$ cat src/rtl/tw_pkg.sv
package tw_pkg;

    // Phases of one select window.
    typedef enum logic [1:0] {
        PH_HDR  = 2'd0,   // collecting direction flag and address
        PH_DATA = 2'd1,   // collecting idle bit and write data
        PH_READ = 2'd2,   // driving read data on falling edges
        PH_HALT = 2'd3    // read done, deaf until select rises
    } phase_e;

endpackage

$ cat src/rtl/tw_sync.sv
module tw_sync #(
    parameter int          W       = 1,
    parameter int          STAGES  = 2,
    parameter logic [W-1:0] RST_VAL = '0
) (
    input  logic         clk,
    input  logic         rst_n,
    input  logic [W-1:0] async_i,
    output logic [W-1:0] sync_o
);

    logic [W-1:0] stage_q [STAGES];

    always_ff @(posedge clk or negedge rst_n) begin
        if (!rst_n) begin
            stage_q[0] <= RST_VAL;
        end else begin
            stage_q[0] <= async_i;
        end
    end

    for (genvar g = 1; g < STAGES; g++) begin : g_stage
        always_ff @(posedge clk or negedge rst_n) begin
            if (!rst_n) begin
                stage_q[g] <= RST_VAL;
            end else begin
                stage_q[g] <= stage_q[g-1];
            end
        end
    end

    assign sync_o = stage_q[STAGES-1];

endmodule

$ cat src/rtl/tw_regfile.sv
module tw_regfile #(
    parameter int ADDR_W = 6,
    parameter int DATA_W = 8
) (
    input  logic              clk,
    input  logic              rst_n,
    input  logic              we_i,
    input  logic [ADDR_W-1:0] waddr_i,
    input  logic [DATA_W-1:0] wdata_i,
    input  logic [ADDR_W-1:0] raddr_i,
    output logic [DATA_W-1:0] rdata_o
);

    localparam int DEPTH = 1 << ADDR_W;

    logic [DATA_W-1:0] mem_q [DEPTH];

    always_ff @(posedge clk or negedge rst_n) begin
        if (!rst_n) begin
            for (int i = 0; i < DEPTH; i++) begin
                mem_q[i] <= '0;
            end
        end else if (we_i) begin
            mem_q[waddr_i] <= wdata_i;
        end
    end

    assign rdata_o = mem_q[raddr_i];

endmodule

$ cat src/rtl/tw_frame.sv
module tw_frame
    import tw_pkg::*;
#(
    parameter int ADDR_W = 6,
    parameter int DATA_W = 8
) (
    input  logic              clk,
    input  logic              rst_n,
    input  logic              csn_s_i,
    input  logic              sclk_s_i,
    input  logic              din_s_i,
    input  logic [DATA_W-1:0] rdata_i,
    output logic [ADDR_W-1:0] addr_o,
    output logic [DATA_W-1:0] wdata_o,
    output logic              wstb_o,
    output logic              dout_o,
    output logic              oe_o
);

    localparam int HDR_LEN   = 1 + ADDR_W;
    localparam int FRAME_LEN = HDR_LEN + 1 + DATA_W;
    localparam int CNT_W     = $clog2(FRAME_LEN + 1);
    // Bits kept before the last one arrives: address, idle bit, data minus one.
    localparam int SH_W      = ADDR_W + DATA_W;

    typedef struct packed {
        phase_e             phase;
        logic [CNT_W-1:0]   cnt;
        logic [SH_W-1:0]    shreg;
        logic               sclk_prev;
        logic               stb;
        logic [ADDR_W-1:0]  addr;
        logic [DATA_W-1:0]  data;
        logic [DATA_W-1:0]  rdbuf;
        logic [CNT_W-1:0]   rd_slot;
        logic               oe;
        logic               dout;
    } frame_t;

    frame_t st_d, st_q;
    logic   rise, fall;

    always_comb begin
        st_d           = st_q;
        st_d.stb       = 1'b0;
        st_d.sclk_prev = sclk_s_i;
        rise           = sclk_s_i & ~st_q.sclk_prev;
        fall           = ~sclk_s_i & st_q.sclk_prev;

        if (csn_s_i) begin
            st_d.phase   = PH_HDR;
            st_d.cnt     = '0;
            st_d.rd_slot = '0;
            st_d.oe      = 1'b0;
            st_d.dout    = 1'b0;
        end else begin
            unique case (st_q.phase)
                PH_HDR: begin
                    if (rise) begin
                        st_d.shreg = {st_q.shreg[SH_W-2:0], din_s_i};
                        st_d.cnt   = st_q.cnt + 1'b1;
                        if (st_q.cnt == CNT_W'(HDR_LEN - 1)) begin
                            if (st_q.shreg[ADDR_W-1]) begin
                                st_d.addr    = {st_q.shreg[ADDR_W-2:0], din_s_i};
                                st_d.phase   = PH_READ;
                                st_d.rd_slot = '0;
                            end else begin
                                st_d.phase = PH_DATA;
                            end
                        end
                    end
                end
                PH_DATA: begin
                    if (rise) begin
                        st_d.shreg = {st_q.shreg[SH_W-2:0], din_s_i};
                        st_d.cnt   = st_q.cnt + 1'b1;
                        if (st_q.cnt == CNT_W'(FRAME_LEN - 1)) begin
                            st_d.stb   = 1'b1;
                            st_d.addr  = st_q.shreg[SH_W-1 -: ADDR_W];
                            st_d.data  = {st_q.shreg[DATA_W-2:0], din_s_i};
                            st_d.cnt   = '0;
                            st_d.phase = PH_HDR;
                        end
                    end
                end
                PH_READ: begin
                    if (fall) begin
                        st_d.oe      = 1'b1;
                        st_d.rd_slot = st_q.rd_slot + 1'b1;
                        if (st_q.rd_slot == '0) begin
                            st_d.rdbuf = rdata_i;
                            st_d.dout  = 1'b0;
                        end else begin
                            st_d.dout  = st_q.rdbuf[DATA_W-1];
                            st_d.rdbuf = {st_q.rdbuf[DATA_W-2:0], 1'b0};
                        end
                        if (st_q.rd_slot == CNT_W'(DATA_W)) begin
                            st_d.phase = PH_HALT;
                        end
                    end
                end
                PH_HALT: begin
                    st_d.phase = PH_HALT;
                end
                default: begin
                    st_d.phase = PH_HDR;
                end
            endcase
        end
    end

    always_ff @(posedge clk or negedge rst_n) begin
        if (!rst_n) begin
            st_q           <= '0;
            st_q.phase     <= PH_HDR;
        end else begin
            st_q <= st_d;
        end
    end

    assign addr_o  = st_q.addr;
    assign wdata_o = st_q.data;
    assign wstb_o  = st_q.stb;
    assign dout_o  = st_q.dout;
    assign oe_o    = st_q.oe;

endmodule

$ cat src/rtl/tw_reg_slave.sv
module tw_reg_slave #(
    parameter int ADDR_W      = 6,
    parameter int DATA_W      = 8,
    parameter int SYNC_STAGES = 2
) (
    input  logic              clk,
    input  logic              rst_n,
    input  logic              sel_n_i,
    input  logic              sclk_i,
    input  logic              sdio_i,
    output logic              sdio_o,
    output logic              sdio_oe_o,
    output logic              wr_stb_o,
    output logic [ADDR_W-1:0] wr_addr_o,
    output logic [DATA_W-1:0] wr_data_o
);

    // Bit order inside the synchronised bundle.
    localparam int B_CSN  = 2;
    localparam int B_SCLK = 1;
    localparam int B_DATA = 0;

    logic [2:0]        pins_s;
    logic [ADDR_W-1:0] addr;
    logic [DATA_W-1:0] wdata;
    logic [DATA_W-1:0] rdata;
    logic              wstb;

    tw_sync #(
        .W       (3),
        .STAGES  (SYNC_STAGES),
        .RST_VAL (3'b100)
    ) u_sync (
        .clk     (clk),
        .rst_n   (rst_n),
        .async_i ({sel_n_i, sclk_i, sdio_i}),
        .sync_o  (pins_s)
    );

    tw_frame #(
        .ADDR_W (ADDR_W),
        .DATA_W (DATA_W)
    ) u_frame (
        .clk      (clk),
        .rst_n    (rst_n),
        .csn_s_i  (pins_s[B_CSN]),
        .sclk_s_i (pins_s[B_SCLK]),
        .din_s_i  (pins_s[B_DATA]),
        .rdata_i  (rdata),
        .addr_o   (addr),
        .wdata_o  (wdata),
        .wstb_o   (wstb),
        .dout_o   (sdio_o),
        .oe_o     (sdio_oe_o)
    );

    tw_regfile #(
        .ADDR_W (ADDR_W),
        .DATA_W (DATA_W)
    ) u_regs (
        .clk     (clk),
        .rst_n   (rst_n),
        .we_i    (wstb),
        .waddr_i (addr),
        .wdata_i (wdata),
        .raddr_i (addr),
        .rdata_o (rdata)
    );

    assign wr_stb_o  = wstb;
    assign wr_addr_o = addr;
    assign wr_data_o = wdata;

endmodule

$ cat config.mk
export PLATFORM = sky130hd
export DESIGN_NAME = tw_reg_slave
export DESIGN_NICKNAME = d
export VERILOG_FILES = /design/src/rtl/tw_pkg.sv /design/src/rtl/tw_sync.sv /design/src/rtl/tw_regfile.sv /design/src/rtl/tw_frame.sv /design/src/rtl/tw_reg_slave.sv
export SDC_FILE = /design/constraint.sdc
export NUM_CORES = 1
export LEC_CHECK = 0
export ABC_CLOCK_PERIOD_IN_PS = 5500
export BUFFER_PORTS_ARGS = -buffer_cell sky130_fd_sc_hd__buf_2
export CORE_ASPECT_RATIO = 1.5
export CORE_UTILIZATION = 55
export CTS_CLUSTER_DIAMETER = 60
export DETAILED_ROUTE_END_ITERATION = 10
export GPL_ROUTABILITY_DRIVEN = 0
export PLACE_DENSITY = 0.77
export SETUP_SLACK_MARGIN = 0.15
export SLEW_MARGIN = 20
export SYNTH_ARGS = -nofsm -noshare
export SYNTH_HDL_FRONTEND = slang
export SYNTH_SLANG_ARGS = --single-unit
$ cat constraint.sdc
create_clock -name clk -period 5.5 [get_ports clk]
set_input_delay 0.55 -clock clk [delete_from_list [all_inputs] [get_ports clk]]
set_output_delay 0.55 -clock clk [all_outputs]
set_load 0.005 [all_outputs]
* Word level (Yosys, flattened, before mapping) *
Cells that the tools add are included.

word-level totals
  flip-flop bits (word level) = 570
  latch bits = 0
  RAM bits = 0
  bits in read-only memories = 0
  input port bits = 5
  output and inout bits = 17
  word-level logic and storage cells = 156
  memories kept = 0

cells by class
  add/subtract/negate cells = 2
  multiply operators = 0
  divide/modulo/power cells = 0
  order comparisons = 2
  eq/ne operators = 18
  shift-type cells = 0
  muxes and demuxes = 35
  bitwise gates (word level) = 6
  reduce and logical (&&, ||, !) cells = 16

operator list
  operator             number
  $bwmux 512           1
  $bmux 8 s6           1
  $demux 8 s6          1
  $mux 8               6
  $mux 15              3
  $mux 21              2
  $pmux 19 s2          1
  $mux 23              1
  $mux 7               3
  $ne 3x2->1 const B   7
  $mux 6               3
  $mux 5               3
  $pmux 6 s2           1
  $add 5x1->5 const B  2
  $eq 5x4->1 const B   2
  $mux 2               5
  $ne 2x1->1 const B   5
  $pmux 5 s2           1
  $pmux 2 s4           1
  $reduce_and 4->1     2
  $ge 7x7->1 const B   1
  $lt 7x1->1 const B   1
  $not 6->7            1
  $reduce_and 7->1     1
  15 further kinds     24

* Depth between registers and ports, before layout *
Gate-level depths: netlist of run 1.

  depth in word-level cells = 8
  mapped depth = 10
  mapped depth without buffers = 8

* Cells and area by module *
Synthesis of run 1 repeated with hierarchy kept, for this count alone.

unflattened totals
  cells, all modules = 1,722
  area total of the unflattened synthesis = 26,265.2 µm²

by module, submodules not included
  module      instances  cells an instance  area an instance (µm²)  seq. area each (µm²)
  tw_regfile  1          1,499              23,596.4                12,812.3
  tw_frame    1          214                2,493.6                 1,301.2
  tw_sync     1          9                  175.2                   152.6

* Worst setup path before layout of run 1 *
OpenSTA, ideal clock, no wires.

  path type = register to register
  start = register u_frame.st_q (netlist bit u_frame.addr_o[1])
  end = register u_frame.st_q[12] in the netlist's numbering
  library setup time = 0.130 ns
  arrival time = 1.884 ns
  data required time = 5.370 ns
  slack = 3.486 ns
  stages on the path, launching flop included = 10
  path buffers = 4
  clock period less this slack = 2.014 ns
  cells stage by stage = dfrtp_1 buf_6 buf_6 buf_8 inv_2 buf_2 mux2i_1 o22ai_1 a2111oi_2 a21oi_1

on the way
  longest elaborated chain between the ends = 5

ends and longest elaborated chain
  element                                     RTL line          text
  start, declared                             tw_frame.sv:40    frame_t st_d, st_q;
  start signal, assigned                      tw_frame.sv:117   st_q <= st_d;
  $not 6->7 (implied by the code)             tw_regfile.sv:28  assign rdata_o = mem_q[raddr_i];
  $bmux 8 s6                                  tw_regfile.sv:28
  $mux 8 (implied by the code) (2 in series)  tw_regfile.sv:28
  $mux 8                                      tw_frame.sv:90    if (st_q.rd_slot == '0) begin

Every way passes these cells. The select of a mux whose other input is x is not followed.
A chain may end at the register's enable or synchronous reset.

* Final worst setup path of run 1 *
  start = register u_frame.st_q (netlist bit u_frame.addr_o[1])
  end = register u_regs.mem_q[468] in the netlist's numbering

on the way
  longest elaborated chain between the ends = 6
  elaborated cells between the ends (all ways) = 7
  classes of those cells = order compare: 2; mux: 3; bitwise: 1; reduce/logical: 1

ends and longest elaborated chain
  element                                                         RTL line          text
  $not 6->7 (implied by the code) (*)                             tw_regfile.sv:24  mem_q[waddr_i] <= wdata_i;
  $ge 7x7->1 (implied by the code) or $lt 7x1->1 (tied branches)  tw_regfile.sv:24
  $logic_and 1x1->1 (implied by the code)                         tw_regfile.sv:24
  $mux 8 (implied by the code)                                    tw_regfile.sv:24
  $demux 8 s6 (*)                                                 tw_regfile.sv:24
  $bwmux 512 (*)                                                  tw_regfile.sv:24
  end signal, assigned by index                                   tw_regfile.sv:24
  end, declared                                                   tw_regfile.sv:16  logic [DATA_W-1:0] mem_q [DEPTH];

Mark *: on every way between the ends. The rest lies on a longest branch, timed or not.

==> results of run 1 <==
-- where the power goes --
| part | internal [uW] | total, uW | leakage (uW) | switching [uW] |
|---|---|---|---|---|
| clock | 1970 | 3520 | 0.000799 | 1550 |
| combinational | 42.0 | 145 | 0.00451 | 103 |
| sequential | 4220 | 4260 | 0.00792 | 32.4 |
-- cell usage after synthesis, types with 30 or more instances --
master      n  share of area
a21oi_1    38         0.0073
a221oi_1   62          0.021
buf_2      30         0.0057
clkbuf_1   77          0.011
dfrtp_1   568           0.54
mux2_2    526           0.23
mux2i_1    78          0.030
mux4_2     56          0.048
nand2_1    43         0.0062
nor2_1     43         0.0062
nor2_2     33         0.0079
o21ai_0    39         0.0074
-- layout by cell type, fill, tap and decap left out, types with 20 or more instances in the layout --
cell type and instances:
dfrtp_1 557, mux2_2 526, mux2i_1 78, a221oi_1 62, mux4_2 56, clkbuf_16 53, nand2_1 43, nor2_1 42
o21ai_0 39, a21oi_1 38, nor2_2 34, o22ai_1 27, nand2_2 24, buf_4 24, mux2_1 23, buf_2 20
-- cells by family (layout without fill, tap and decap cells) --
kind of cell	after synthesis	after routing	synth area share
muxes	683	683	0.314
DFF	570	570	0.544
AOI/OAI and AO/OA	223	223	0.0612
and+or+nand+nor	217	217	0.0473
buffers and inverters	156	148	0.0314
adders and majority gates	4	4	0.00191
xor gates and xnor gates	1	1	0.000334
-- how the worst max path moves through the flow --
| stage | start | endpoint | cells past startpoint |
|---|---|---|---|
| 2_1_floorplan | u_frame.addr_o[1] | u_frame.st_q[12] | 9 |
| 3_3_place_gp | u_frame.addr_o[1] | u_regs.mem_q[326] | 5 |
| 3_5_place_dp | u_frame.addr_o[1] | u_regs.mem_q[326] | 5 |
| 4_1_cts | u_frame.addr_o[1] | u_regs.mem_q[326] | 5 |
| 5_1_grt | u_frame.addr_o[1] | u_frame.st_q[10] | 8 |
| 6_report | u_frame.addr_o[1] | u_regs.mem_q[468] | 4 |
-- routing by layer --
layer | wire [um] | vias to the layer above | track usage
met4 | 3920 | 0 | 0.156
met3 | 3170 | 195 | 0.0380
li1 | - | 6762 | -
met5 | 0 | - | 0
met2 | 33200 | 573 | 0.470
met1 | 26000 | 8580 | 0.353
-- flip-flops by register name (all words and copies together), names as in the netlist --
register         cells
u_sync.sync_o        3
u_frame.wdata_o      8
u_frame.wstb_o       1
u_frame.addr_o       6
u_frame.oe_o         1
u_frame.st_q        35
u_regs.mem_q       512
u_sync.stage_q       3
u_frame.dout_o       1
-- through the flow --
stage | cell area [um^2] | setup WS [ps] | util | total power [uW]
3_5_place_dp | 26600 | 2130 | 0.567 | 4490
4_1_cts | 28200 | 2100 | 0.602 | 7970
2_1_floorplan | 26200 | 3490 | - | 4370
6_report | 28200 | 2030 | 0.602 | 7920
5_1_grt | 28200 | 1960 | 0.602 | 8160
3_3_place_gp | 26600 | 2150 | 0.567 | 4480
-- area by class of cell --
class                           instances  area (um^2)
Clock inverter                         10         81.3
Clock buffer                           82         1550
Timing Repair Buffer                   49          375
Tap cell                              594          743
Inverter                                7         26.3
Sequential cell                       570        14300
Multi-Input combinational cell       1128        11100
Fill cell                            3542        18600
-- critical path: cells and delay by family (launching register included) --
kind / cells / cell delay (ps)
and+or+nand+nor: 3 / 2190
DFF: 1 / 730
muxes: 1 / 390
==> results.ini, run 1 <==
[outcome]
status = finished, violations left
violations = hold timing

[global_routing]
antenna_found_initial = 0
grt_pass1_vias = 17200
gr-total-overflow = 0
grt_pass1_wl_mm = 105
grt_max_degree = 142
grt_use_total = 0.281

[route]
avgRoutedWirePerCell_um = 27.2
first_pass_iters = 5
drc_errors = 0
vias_per_cell = 6.60
drt_first_iter_violations = 1347
ant_nets = 0
routed-via-count = 16100
wirelength_mm = 66.3

[clock_tree]
root_buffer = clkbuf_16
cts_buffers = 51
cts_setup_buffers = 0
ctsHoldBuffers = 0
cts.sinks = 570
htree_num_levels = 2
ctsResizeCount = 0
cts.path.max_buffers = 3
clk-insertion-delay-late_ps = 590
tritoncts = done
clk_pin_slew_ps = 70

[sta]
clock_skew_ps = 23.3
period_share = 0.632
finalSetupViolCount = 0
tightest_slew_ps = 1110
rsz0062_at_grt = no
post-route-min-period_ps = 3470
drv_slew = 0
max-slew-margin-rel = 0.260
setup_tns_ps = 0
timing.fmax_mhz = 288
hold_violations = 6
finalHoldWorstSlack_ps = -24.0

[placed_design]
io_buffer_count = 21
place.detailed.hpwl_mm = 42.5
place_inst = 2348

[floorplanning]
rows = 97
start_util = 0.560
die_h_um = 269
io_pins = 22
core_um2 = 46800
die_w_um = 180
design.die.area_um2 = 48600

[critical_path]
crit_fanout = 43
worst-r2r-setup-slack_ps = 2030
cp.required_ps = 5970
worstPathCellList = nor2b_1 -> nand3_2 -> nor2_2 -> mux2_2
critPathLaunchType = register
crit_type = register to register
rr_worst_depth = 4
end_kind = register
rr_endpoint = u_regs.mem_q[468]
arrival_ps = 3940
cp_slowest_cell = nor2b_1
slowest_delay_ps = 960
r2r-start = u_frame.addr_o[1]

[final_layout]
area_delta_synth_final_pct = 7.56
drive_gt1_frac = 0.433
fin_nets = 1816
stdcell_count = 2440
insertedDiodeCount = 0

[pwr]
leakage_uw = 0.0132
ir_drop_uv = 221
powerDensity_nw_per_um2 = 281

[synth]
synth_nets = 1863
ys_warn_count = 0
ys_ff_latch = 570
seq_area_frac_synth = 0.544
synth_edf_count = 0
syn-cell-area_um2 = 26200
synth_ff_type = dfrtp_1
syn_avg_cell_area_um2 = 14.1
synth.distinct_cells = 69
synth_cells = 1854
async_flop_share = 1.00

[run]
max_cap_violations = 0

[hold_path]
min_path_type = input port to async pin

Note: power is estimated with default switching activity, not from simulation.
==> inputs of run 2 (changes only) <==
--- a/config.mk
+++ b/config.mk
@@ -5,14 +5,15 @@
 export SDC_FILE = /design/constraint.sdc
 export NUM_CORES = 1
 export LEC_CHECK = 0
-export ABC_CLOCK_PERIOD_IN_PS = 5500
+export ABC_AREA = 1
+export ABC_CLOCK_PERIOD_IN_PS = 3100
 export BUFFER_PORTS_ARGS = -buffer_cell sky130_fd_sc_hd__buf_2
 export CORE_ASPECT_RATIO = 1.5
 export CORE_UTILIZATION = 55
 export CTS_CLUSTER_DIAMETER = 60
 export DETAILED_ROUTE_END_ITERATION = 10
 export GPL_ROUTABILITY_DRIVEN = 0
-export PLACE_DENSITY = 0.77
+export PLACE_DENSITY = 0.79
 export SETUP_SLACK_MARGIN = 0.15
 export SLEW_MARGIN = 20
 export SYNTH_ARGS = -nofsm -noshare
==> constraint.sdc (replaced) <==
create_clock -name clk -period 3.1 [get_ports clk]
set_input_delay 0.31 -clock clk [delete_from_list [all_inputs] [get_ports clk]]
set_output_delay 0.31 -clock clk [all_outputs]
set_load 0.005 [all_outputs]
==> results.ini, run 2 <==
[outcome]
status = completed  ; was finished, violations left

[critical_path]
end_kind = register  ; unchanged
r2r-start = u_frame.addr_o[2]  ; was u_frame.addr_o[1]
path_buf_inv = 1  ; was 0
arrival_ps = 3300  ; was 3940 ps
crit_fanout = 21  ; was 43
worstPathCellList = nand2_2 -> inv_1 -> nand3_1 -> nand2_1 -> o21ai_1 -> nand3_1 -> nor2_1 -> nand2_1 -> nand2_1 -> nand2_1  ; was nor2b_1 -> nand3_2 -> nor2_2 -> mux2_2
cp_slowest_cell = dfrtp_1  ; was nor2b_1
critPathLaunchType = register  ; unchanged
slowest_delay_ps = 590  ; was 960 ps
crit_path_frequent_cell = nand2_1
cp_top_family = simple AND/OR/NAND/NOR gates  ; unchanged
crit_type = register to register  ; unchanged
cp.required_ps = 3600  ; was 5970 ps
worstSetupStartpoint = u_frame.addr_o[2]  ; was u_frame.addr_o[1]

[pwr]
powerDensity_nw_per_um2 = 702  ; was 281 nW/um^2
p_clk_frac = 0.326  ; was 0.444
swShare = 0.363  ; was 0.213
pwr-share-comb = 0.298  ; was 0.018
intPower_uw = 13200  ; was 6230 uW
leakage_uw = 0.0142  ; was 0.0132 uW
seqPwrFrac = 0.376  ; was 0.537
ir_drop_uv = 620  ; was 221 uV
p_switching_uw = 7540  ; was 1690 uW

[synth]
synth_ff_type = dfrtp_1  ; unchanged
synth.distinct_cells = 38  ; was 69
yosysTopAreaCell = dfrtp_1  ; unchanged
ys_top_cells_by_area = dfrtp_1, nand2_1, o21ai_0, inv_1, nand3_1  ; was dfrtp_1, mux2_2, mux4_2, mux2i_1, a221oi_1
syn-cell-area_um2 = 27100  ; was 26200 um^2
synth_nets = 3454  ; was 1863
synth_top_cells_by_count = nand2_1, o21ai_0, dfrtp_1  ; was dfrtp_1, mux2_2, mux2i_1
seq_area_frac_synth = 0.526  ; was 0.544
synth_top_area_share = 0.524  ; was 0.542
synth_edf_count = 0  ; unchanged
synth_cells = 3445  ; was 1854
yosysMostFrequentCell = nand2_1  ; was dfrtp_1
ys_warn_count = 0  ; unchanged
async_flop_share = 1.00  ; unchanged
syn_avg_cell_area_um2 = 7.87  ; was 14.1 um^2
ys_ff_latch = 570  ; unchanged

[route]
wirelength_mm = 73.6  ; was 66.3 mm
drt_first_iter_violations = 2248  ; was 1347
first_pass_iters = 6  ; was 5
ant_nets = 0  ; unchanged
routed-via-count = 22700  ; was 16100
avgRoutedWirePerCell_um = 18.1  ; was 27.2 um
vias_per_cell = 5.57  ; was 6.60
drc_errors = 0  ; unchanged

[clock_tree]
clk-insertion-delay-late_ps = 610  ; was 590 ps
cts.sinks = 570  ; unchanged
cts_buffers = 53  ; was 51
clk_pin_slew_ps = 70  ; about the same
tritoncts = done  ; unchanged
root_buffer = clkbuf_16  ; unchanged
htree_num_levels = 2  ; unchanged
cts.path.max_buffers = 3  ; unchanged
cts_setup_buffers = 0  ; unchanged

[floorplanning]
core_um2 = 48700  ; was 46800 um^2
design.die.area_um2 = 50200  ; was 48600 um^2
die_h_um = 274  ; was 269 um
die_w_um = 183  ; was 180 um
io_pins = 22  ; unchanged
start_util = 0.557  ; was 0.560
rows = 99  ; was 97

[final_layout]
final_common_cell = nand2_1  ; was dfrtp_1
final_cell_mix = nand2_1, o21ai_0, dfrtp_1  ; was dfrtp_1, mux2_2, mux2i_1
largest_reg_flops = 512  ; unchanged
area_delta_synth_final_pct = 9.03  ; was 7.56%
regMostFlops = u_regs.mem_q  ; unchanged
fin_nets = 3384  ; was 1816
drive_gt1_frac = 0.0892  ; was 0.433

[sta]
setup_tns_ps = 0  ; unchanged
post-route-min-period_ps = 2790  ; was 3470 ps
clock_skew_ps = 17.4  ; was 23.3 ps
timing.fmax_mhz = 358  ; was 288 MHz
tightest_slew_ps = 1080  ; was 1110 ps
period_share = 0.901  ; was 0.632
max-slew-margin-rel = 0.281  ; was 0.260
finalSetupViolCount = 0  ; unchanged
rsz0062_at_grt = no  ; unchanged
finalHoldWorstSlack_ps = 272  ; was -24.0 ps
drv_slew = 0  ; unchanged
hold_violations = 0  ; was 6

[global_routing]
grt_use_total = 0.301  ; was 0.281
gr-total-overflow = 0  ; unchanged
grt_max_degree = 99  ; was 142
grt_pass1_wl_mm = 118  ; was 105 mm
antenna_found_initial = 1  ; was 0
grt_pass1_vias = 21600  ; was 17200

[placed_design]
io_buffer_count = 21  ; unchanged
place.detailed.hpwl_mm = 48.0  ; was 42.5 mm

[hold_path]
min_path_type = input port to async pin  ; unchanged

[run]
max_cap_violations = 0  ; unchanged

-- run 2: logic make-up (layout without fill, tap and decap cells) --
logic type | count (synthesis) | in the layout | synth area share
fa+ha+maj | 4 | 4 | 0.00185
simple gates | 1568 | 1568 | 0.240
xor+xnor | 5 | 5 | 0.00161
other cells | 0 | 1 | 0
flops | 570 | 570 | 0.526
buf+inv | 570 | 544 | 0.0886
compound gates | 728 | 728 | 0.141
-- run 2: timing repair --
| action | 4_1_cts | 5_1_grt |
|---|---|---|
| resized for setup | 0 | 2 |
| hold buffers | 4 | 0 |
| hold endpoints to repair | 56 | 0 |
| endpoints found under the setup margin | 0 | 2 |
-- run 2: layout make-up --
cell class | count | area, um^2
well taps | 656 | 821
flip-flops and latches | 570 | 14300
repair buffers | 101 | 901
multi-input cells | 2305 | 10500
fillers | 4139 | 19100
clock inverters | 25 | 254
diodes | 1 | 2.50
inverters | 344 | 1300
clock buffers | 74 | 1550
-- run 2: final timing paths --
kind                                      to  slack [ps]  depth (start not counted)
max                         u_frame.st_q[11]         310                         10
min                         u_regs.mem_q[39]         270                          2
max reg2reg                 u_frame.st_q[11]         310                         10
min reg2reg                 u_sync.sync_o[2]         360                          0
max in group asynchronous  u_regs.mem_q[293]        1900                          3
min in group clk           u_sync.stage_q[5]         350                          2
-- run 2: per-stage QoR --
step / total power [uW] / worst slack, ps / utilization / instances / cell area, um^2
floorplan: 12000 / 1290 / - / 3445 / 27100
global placement: 13900 / 457 / 0.570 / 3972 / 27700
detailed placement: 14000 / 368 / 0.570 / 3972 / 27700
CTS: 20700 / 349 / 0.607 / 4075 / 29600
global route: 21700 / 155 / 0.607 / 4075 / 29600
finish: 20800 / 307 / 0.608 / 4076 / 29600
-- run 2: power groups by stage --
stage | logic [uW] | registers (uW) | clock network, uW
after detailed placement | 6020 | 7950 | 0
after global routing | 6730 | 7830 | 7090
after global placement | 5960 | 7950 | 0
final | 6180 | 7820 | 6770
after CTS | 6060 | 7820 | 6820
after floorplan | 4130 | 7870 | 0
-- run 2: per-layer routing --
| layer | GRT usage | vias up | share of wire |
|---|---|---|---|
| met5 | 0 | - | 0 |
| met4 | 0.168 | 0 | 0.055 |
| met3 | 0.0421 | 216 | 0.067 |
| met2 | 0.495 | 857 | 0.48 |
| met1 | 0.382 | 10900 | 0.40 |
| li1 | - | 10700 | - |
